$ cat src/rtl/mc_timer_pkg.sv
// Package: shared bit positions for the interval timer register writes.
// Assumes 8-bit write data on both register strobes.
package mc_timer_pkg;
    localparam int unsigned DATA_W      = 8;
    localparam int unsigned CFG_RUN_BIT = 4;   // run / stop-and-zero
    localparam int unsigned CFG_CLR_BIT = 5;   // write 1 clears flag
    localparam int unsigned IEN_SRC_BIT = 4;   // timer source enable
    localparam int unsigned IEN_ALL_BIT = 7;   // global enable
endpackage

$ cat src/rtl/mc_cycle_divider.sv
// Module: machine-cycle divider. Emits a one-clock tick every DIV clocks
// while run is high. Assumes DIV >= 2. Holds zero whenever run is low.
module mc_cycle_divider #(
    parameter int unsigned DIV = 12
) (
    input  logic clk,
    input  logic rst_n,
    input  logic run,
    output logic tick
);
    localparam int unsigned PW   = (DIV > 2) ? $clog2(DIV) : 1;
    localparam logic [PW-1:0] LAST = PW'(DIV - 1);

    logic [PW-1:0] phase_q;

    // Tick on the last phase of each machine cycle
    assign tick = run && (phase_q == LAST);

    // Advance phase while running, zero it otherwise
    always_ff @(posedge clk) begin
        if (!rst_n || !run) begin
            phase_q <= '0;
        end else if (phase_q == LAST) begin
            phase_q <= '0;
        end else begin
            phase_q <= phase_q + 1'b1;
        end
    end

    assert_phase_range_R2: assert property (@(posedge clk) disable iff (!rst_n)
        phase_q <= LAST);
    assert_phase_zero_stopped_R3: assert property (@(posedge clk) disable iff (!rst_n)
        !run |=> (phase_q == '0));
endmodule

$ cat src/rtl/mc_interval_count.sv
// Module: CNT_W-bit interval counter. Advances on each tick, wraps to
// zero past all-ones and reports a one-clock carry at that edge.
// Assumes tick only arrives while run is high.
module mc_interval_count #(
    parameter int unsigned CNT_W = 10
) (
    input  logic clk,
    input  logic rst_n,
    input  logic run,
    input  logic tick,
    output logic carry
);
    logic [CNT_W-1:0] count_q;

    // Carry when the full count is advanced once more
    assign carry = run && tick && (&count_q);

    // Count ticks; zero while stopped
    always_ff @(posedge clk) begin
        if (!rst_n || !run) begin
            count_q <= '0;
        end else if (tick) begin
            count_q <= count_q + 1'b1;
        end
    end

    assert_count_zero_stopped_R3: assert property (@(posedge clk) disable iff (!rst_n)
        !run |=> (count_q == '0));
    assert_no_carry_stopped_R4: assert property (@(posedge clk) disable iff (!rst_n)
        !run |-> !carry);
    assert_wrap_to_zero_R5: assert property (@(posedge clk) disable iff (!rst_n)
        (carry && run) |=> (count_q == '0));
endmodule

$ cat src/rtl/mc_ctrl_regs.sv
// Module: control registers. Holds the run bit and the two interrupt
// enables, and decodes the write-1 flag clear pulse. Assumes strobes
// are single-clock qualified writes.
module mc_ctrl_regs
    import mc_timer_pkg::*;
(
    input  logic              clk,
    input  logic              rst_n,
    input  logic              cfg_wr,
    input  logic [DATA_W-1:0] cfg_wdata,
    input  logic              ien_wr,
    input  logic [DATA_W-1:0] ien_wdata,
    output logic              run,
    output logic              clr_pulse,
    output logic              en_src,
    output logic              en_all
);
    logic unused_cfg_bits;
    assign unused_cfg_bits = ^{cfg_wdata[DATA_W-1:CFG_CLR_BIT+1],
                               cfg_wdata[CFG_RUN_BIT-1:0],
                               ien_wdata[IEN_ALL_BIT-1:IEN_SRC_BIT+1],
                               ien_wdata[IEN_SRC_BIT-1:0]};

    // Clear request exists only in the cycle of the write
    assign clr_pulse = cfg_wr && cfg_wdata[CFG_CLR_BIT];

    // Run bit register
    always_ff @(posedge clk) begin
        if (!rst_n) begin
            run <= 1'b0;
        end else if (cfg_wr) begin
            run <= cfg_wdata[CFG_RUN_BIT];
        end
    end

    // Interrupt enable bits
    always_ff @(posedge clk) begin
        if (!rst_n) begin
            en_src <= 1'b0;
            en_all <= 1'b0;
        end else if (ien_wr) begin
            en_src <= ien_wdata[IEN_SRC_BIT];
            en_all <= ien_wdata[IEN_ALL_BIT];
        end
    end

    assert_run_holds_R9: assert property (@(posedge clk) disable iff (!rst_n)
        !cfg_wr |=> $stable(run));
    assert_enables_hold_R9: assert property (@(posedge clk) disable iff (!rst_n)
        !ien_wr |=> ($stable(en_src) && $stable(en_all)));
endmodule

$ cat src/rtl/mc_flag_unit.sv
// Module: sticky overflow flag and gated interrupt request. Set wins
// over a simultaneous clear. Assumes carry is a one-clock pulse.
module mc_flag_unit (
    input  logic clk,
    input  logic rst_n,
    input  logic carry,
    input  logic clr_pulse,
    input  logic en_src,
    input  logic en_all,
    output logic flag,
    output logic irq
);
    // Request only when both enables admit the flag
    assign irq = flag && en_src && en_all;

    // Sticky flag: carry sets, clear write resets, carry has priority
    always_ff @(posedge clk) begin
        if (!rst_n) begin
            flag <= 1'b0;
        end else if (carry) begin
            flag <= 1'b1;
        end else if (clr_pulse) begin
            flag <= 1'b0;
        end
    end

    assert_flag_sticky_R6: assert property (@(posedge clk) disable iff (!rst_n)
        (flag && !clr_pulse) |=> flag);
    assert_carry_wins_R7: assert property (@(posedge clk) disable iff (!rst_n)
        carry |=> flag);
    assert_flag_rise_cause_R2: assert property (@(posedge clk) disable iff (!rst_n)
        $rose(flag) |-> $past(carry));
endmodule

$ cat src/rtl/mc_interval_timer.sv
// Module: top of the machine-cycle interval timer. Wires the control
// registers, divider, counter and flag unit. Assumes a single clock domain.
module mc_interval_timer
    import mc_timer_pkg::*;
#(
    parameter int unsigned PRESCALE = 12,
    parameter int unsigned CNT_W    = 10
) (
    input  logic              clk,
    input  logic              rst_n,
    input  logic              cfg_wr,
    input  logic [DATA_W-1:0] cfg_wdata,
    input  logic              ien_wr,
    input  logic [DATA_W-1:0] ien_wdata,
    output logic              ovf_flag,
    output logic              irq
);
    logic run, clr_pulse, en_src, en_all, tick, carry;

    mc_ctrl_regs u_regs (
        .clk       (clk),
        .rst_n     (rst_n),
        .cfg_wr    (cfg_wr),
        .cfg_wdata (cfg_wdata),
        .ien_wr    (ien_wr),
        .ien_wdata (ien_wdata),
        .run       (run),
        .clr_pulse (clr_pulse),
        .en_src    (en_src),
        .en_all    (en_all)
    );

    mc_cycle_divider #(.DIV(PRESCALE)) u_div (
        .clk   (clk),
        .rst_n (rst_n),
        .run   (run),
        .tick  (tick)
    );

    mc_interval_count #(.CNT_W(CNT_W)) u_cnt (
        .clk   (clk),
        .rst_n (rst_n),
        .run   (run),
        .tick  (tick),
        .carry (carry)
    );

    mc_flag_unit u_flag (
        .clk       (clk),
        .rst_n     (rst_n),
        .carry     (carry),
        .clr_pulse (clr_pulse),
        .en_src    (en_src),
        .en_all    (en_all),
        .flag      (ovf_flag),
        .irq       (irq)
    );

    assert_irq_needs_flag_R8: assert property (@(posedge clk) disable iff (!rst_n)
        irq |-> ovf_flag);
    assert_stopped_no_set_R4: assert property (@(posedge clk) disable iff (!rst_n)
        (!run && !ovf_flag) |=> !ovf_flag);
endmodule

$ cat config.mk
export PLATFORM = sky130hd
export DESIGN_NAME = mc_interval_timer
export DESIGN_NICKNAME = d
export VERILOG_FILES = /design/src/rtl/mc_timer_pkg.sv /design/src/rtl/mc_cycle_divider.sv /design/src/rtl/mc_interval_count.sv /design/src/rtl/mc_ctrl_regs.sv /design/src/rtl/mc_flag_unit.sv /design/src/rtl/mc_interval_timer.sv
export SDC_FILE = /design/constraint.sdc
export NUM_CORES = 1
export LEC_CHECK = 0
export BUFFER_PORTS_ARGS = -buffer_cell sky130_fd_sc_hd__buf_4
export CAP_MARGIN = 10
export CORE_MARGIN = 2
export CORE_UTILIZATION = 52
export CTS_BUF_LIST = sky130_fd_sc_hd__clkbuf_2 sky130_fd_sc_hd__clkbuf_4 sky130_fd_sc_hd__clkbuf_8
export CTS_CLUSTER_DIAMETER = 40
export CTS_CLUSTER_SIZE = 8
export DETAILED_ROUTE_END_ITERATION = 6
export PLACE_DENSITY = 0.8
export SYNTH_ARGS = -nofsm -noshare
export SYNTH_HDL_FRONTEND = slang
export SYNTH_HIERARCHICAL = 1
export SYNTH_SLANG_ARGS = --single-unit
$ cat constraint.sdc
create_clock -name clk -period 1.8 [get_ports clk]
set_input_delay 0.54 -clock clk [delete_from_list [all_inputs] [get_ports clk]]
set_output_delay 0.54 -clock clk [all_outputs]
set_load 0.01 [all_outputs]
### Yosys cells after proc, flatten, opt, wreduce, memory -nomap -nowiden

Cells that the tools add are included.

* register bits after elaboration: 18
* bits of input ports: 20
* output and inout port bits: 2

* $add $sub $neg: 2
* eq/ne operators: 1
* muxes and demuxes: 2
* reductions and logical operators: 12

Operator list (count)
* 10-bit by 1-bit adder with 10-bit output, second input constant: 1
* 10-bit AND reduction: 1
* 1-bit logical AND: 6
* 4-bit by 1-bit adder with 4-bit output, second input constant: 1
* 4-bit == test, second input constant: 1
* 1-bit zero test: 2
* 1-bit two-way mux: 2
* 2-bit nonzero test: 1
* 2-bit OR reduction: 1
* 1-bit logical OR: 1

### Depth between registers and ports, before layout

* depth after elaboration: 5
* mapped depth: 7

### Cells and area by module

The synthesis kept the hierarchy.

By module, submodules not included
* mc_interval_count: instances 1, cells each 49, area an instance 456.7 um^2
* mc_cycle_divider: instances 1, cells each 16, area an instance 160.2 um^2
* mc_ctrl_regs: instances 1, cells each 10, area an instance 115.1 um^2
* mc_flag_unit: instances 1, cells each 4, area an instance 48.8 um^2

### Worst setup path after synthesis

No wires, ideal clock.

* path type: register -> register
* start: reg u_div.phase_q[0]
* end: reg u_cnt.count_q[9]
* arrival: 1.587 ns
* setup slack: 0.141 ns
* stages on the path, launching flop included: 8
* path buffers: 1
* clock period less this slack: 1.659 ns
* cell sequence: dfxtp_1 -> ha_1 -> nand2_1 -> nor3b_1 -> buf_2 -> nand4_4 -> or4_1 -> a21oi_1

* cells in the longest elaborated chain, start to end: 2

Ends and longest elaborated chain
* from (decl): line mc_cycle_divider.sv:14 `logic [PW-1:0] phase_q;`
* from (signal assigned): line mc_cycle_divider.sv:26 `phase_q <= phase_q + 1'b1;`
* 4-bit == test: line mc_cycle_divider.sv:17 `assign tick = run && (phase_q == LAST);`
* 1-bit logical AND: line mc_cycle_divider.sv:17
* named net tick: line mc_interval_timer.sv:18 `logic run, clr_pulse, en_src, en_all, tick, carry;`
* to (signal assigned): line mc_interval_count.sv:23 `count_q <= count_q + 1'b1;`
* to (decl): line mc_interval_count.sv:13 `logic [CNT_W-1:0] count_q;`

The timed path passes the listed nets, and every way through them passes these cells.
A chain may end at the register's enable or synchronous reset.

### Final worst setup path

* start: reg u_div.phase_q[0]
* end: reg u_cnt.count_q[6]

The elaborated chain is that of the path after synthesis.

==> reports/metrics.yaml <==
logic_synthesis:
  syn-instance-count: 79
  synth_common_cells: "dfxtp_1 (18), nor2_1 (8), nand2_1 (7), a21oi_1 (5)"
  synth_edf_count: 0
  syn_nets: 101
  yosys.area.top_type: "dfxtp_1"
  dominantRegCellSynth: "dfxtp_1"
  synth_top_area_share_pct: 46.15
  ys_seq_area_share_pct: 46.15
  synth.cell_area_um2: 780.7
  async_flop_share_pct: 0
  syn_area_per_cell_um2: 9.883
  synth_cell_types: 26
  synth_warnings: 6
  synthTopCellsByArea: "dfxtp_1 (46%), nand4_4 (5.4%), mux2i_1 (5.1%)"
  post-synth-top-count-cell: "dfxtp_1"
  ys_seq_elements: 18
setup_path:
  slowest_delay_ns: 0.40
  crit_fanout: 5
  crit_chain: "ha_2, nand2_1, nor3b_2, buf_4, nand4_1, or3_1, a21oi_1"
  timing.rr.start: "u_div/phase_q[0]"
  crit_required_ns: 2.02
  critical_path.slowest_cell: "or3_1"
  worstSetupEndpointType: "register"
  r2r_cells: 7
  rr_endpoint: "u_cnt/count_q[6]"
  worstPathArrival_ns: 1.96
  crit_type: "reg -> reg"
  setup.worst_path.start_class: "register"
  r2r_slack_ns: 0.06
timing:
  drv_slew: 0
  fin_setup_tns_ns: 0
  timing.fmax_mhz: 575.7
  period_minus_slack_ns: 1.737
  hold_viol: 0
  worst_pin_slew_ns: 0.3602
  setup_viol: 0
  fin_skew_ns: 0.003354
  worst_hold_slack_ns: 0.4373
  period_share_pct: 96.50
  slew_headroom_pct: 75.93
cts:
  cts_buffer_depth: 2
  cts_tree: "yes"
  clock_sinks: 18
  htree_levels: 1
  insertion_delay_ns: 0.29
  numCtsBuffers: 3
  cts-root-buf: "clkbuf_4"
  clk_pin_slew_ns: 0.10
global_routing:
  grtUsageTotal_pct: 16.58
  grt_remaining_overflow: 0
  grt_max_degree: 11
  grt_pass1_wl_um: 2270
  grt_antenna_before_repair: 0
  grt_pass1_vias: 579
floorplan:
  start_util_pct: 57.83
  die_h_um: 42.75
  fp.dieW_um: 42.75
  core_area_um2: 1350
  die-area_um2: 1828
  pin_count: 22
  num_rows: 13
place:
  port_buffers: 9
  dp_hpwl_um: 964
  gp_congestion: 0.7286
finish:
  final_nets: 118
  num_antenna_cells: 0
  drive_above_1_share_pct: 30.53
  area_growth_pct: 21.63
worst_hold_path:
  whs_endpoint: "u_div/phase_q[0]"
  hold_path.class: "reg -> reg"
  hold-path-cell-count: 1
  min-delay-start: "u_div/phase_q[0]"
power_and_ir_drop:
  finalPower_mw: 0.6827
  clockPowerShare_pct: 36.2
  p_seq_share_pct: 59.6
  p_comb_share_pct: 4.3
  ir_drop_v: 0.0004873
  netSwitchingPower_mw: 0.1393
  power.density_nw_per_um2: 718.9
  swShare_pct: 20.41
  p_leak_nw: 0.3588
  internal-power_mw: 0.5434
routing:
  first_pass_iters: 4
  drt_iter0_drc: 10
  antenna_left: 0
  wl_um: 1387
  vias: 611
  via_per_inst: 5.555
  wire_per_inst_um: 12.61
  drc: 0
outcome:
  status: "complete, no violations"
run:
  cap_violations: 0
-- timing repair --
action	4_1_cts	5_1_grt
resized for setup	0	6
pin swaps	0	1
hold buffers	0	0
buffers inserted	1	2
setup endpoints to repair	1	5
-- power groups by stage --
stage | registers (mW) | clock network, mW | logic [mW]
2_1_floorplan | 0.415 | 0 | 0.0127
3_3_place_gp | 0.416 | 0 | 0.0283
4_1_cts | 0.407 | 0.256 | 0.0296
5_1_grt | 0.408 | 0.266 | 0.0325
3_5_place_dp | 0.416 | 0 | 0.0295
6_report | 0.407 | 0.247 | 0.0291
-- area by class of cell --
cell class                      instances  area, um2
Multi-Input combinational cell         58      427.9
Fill cell                             109      400.4
Sequential cell                        18      361.6
Timing Repair Buffer                   13      97.59
Clock buffer                            4      36.28
Tap cell                               15      18.77
Inverter                                2      7.507
-- registers in the layout, summed over array words and instances, names as in the netlist --
name           flops
u_div/phase_q      4
u_regs/en_all      1
u_regs/en_src      1
u_regs/run         1
u_cnt/count_q     10
u_flag/flag        1
-- logic make-up after synthesis --
| family | share of synthesized area [%] |
|---|---|
| simple gates | 27.57 |
| mux | 5.128 |
| compound gates | 9.614 |
| buf+inv | 1.602 |
| xor+xnor | 6.731 |
| fa+ha+maj | 3.205 |
| flops | 46.15 |
-- worst max-delay path: cells and delay by family (launching register included) --
kind / cells / cell delay, ns
and+or+nand+nor: 4 / 0.82
DFF: 1 / 0.36
adders and majority gates: 1 / 0.19
buffers and inverters: 1 / 0.16
AOI/OAI and AO/OA: 1 / 0.14
-- how the worst max path moves through the flow --
stage | cells past startpoint | start | slack, ns | end
6_report | 7 | u_div/phase_q[0] | 0.06 | u_cnt/count_q[6]
5_1_grt | 7 | u_div/phase_q[0] | -0.005 | u_cnt/count_q[9]
4_1_cts | 7 | u_div/phase_q[0] | 0.02 | u_cnt/count_q[8]
3_5_place_dp | 7 | u_div/phase_q[0] | 0.04 | u_cnt/count_q[8]
3_3_place_gp | 7 | u_div/phase_q[0] | 0.06 | u_cnt/count_q[9]
2_1_floorplan | 7 | u_div/phase_q[0] | 0.14 | u_cnt/count_q[9]
-- placed cells by master (no fill, tap or decap), drive strengths merged --
| cell | instances |
|---|---|
| nand3 | 2 |
| nor3b | 1 |
| o31ai | 2 |
| and3 | 1 |
| nand2 | 7 |
| o211ai | 1 |
| nor2b | 4 |
| inv | 2 |
| nor4 | 1 |
| or4 | 2 |
| xnor2 | 2 |
| o21ai | 3 |
| xor2 | 4 |
| o21a | 1 |
| or3 | 3 |
| dfxtp | 18 |
| mux2i | 4 |
| nand4 | 3 |
| clkbuf | 4 |
| ha | 2 |
| a21oi | 5 |
| buf | 13 |
| and2 | 1 |
| nor2 | 9 |
-- metal layers --
metal,part of all wire [%],GRT usage (%),vias to the layer above,routed length (um)
met5,0,0,-,0
met4,0.87,9.375,0,12
met3,6.3,2.979,2,87
met2,52,30.30,21,728
met1,40,17.41,281,558
li1,-,-,307,-
-- stage by stage --
step	area [um2]	instances	setup slack, ns	utilization (%)
3_5_place_dp	869.6	103	0.03788	64.41
5_1_grt	949.7	110	-0.004881	70.34
4_1_cts	913.4	108	0.02287	67.66
2_1_floorplan	780.7	79	0.1411	-
6_report	949.7	110	0.06297	70.34
3_3_place_gp	869.6	103	0.05529	64.41
Power figures use the tool's default switching activity.
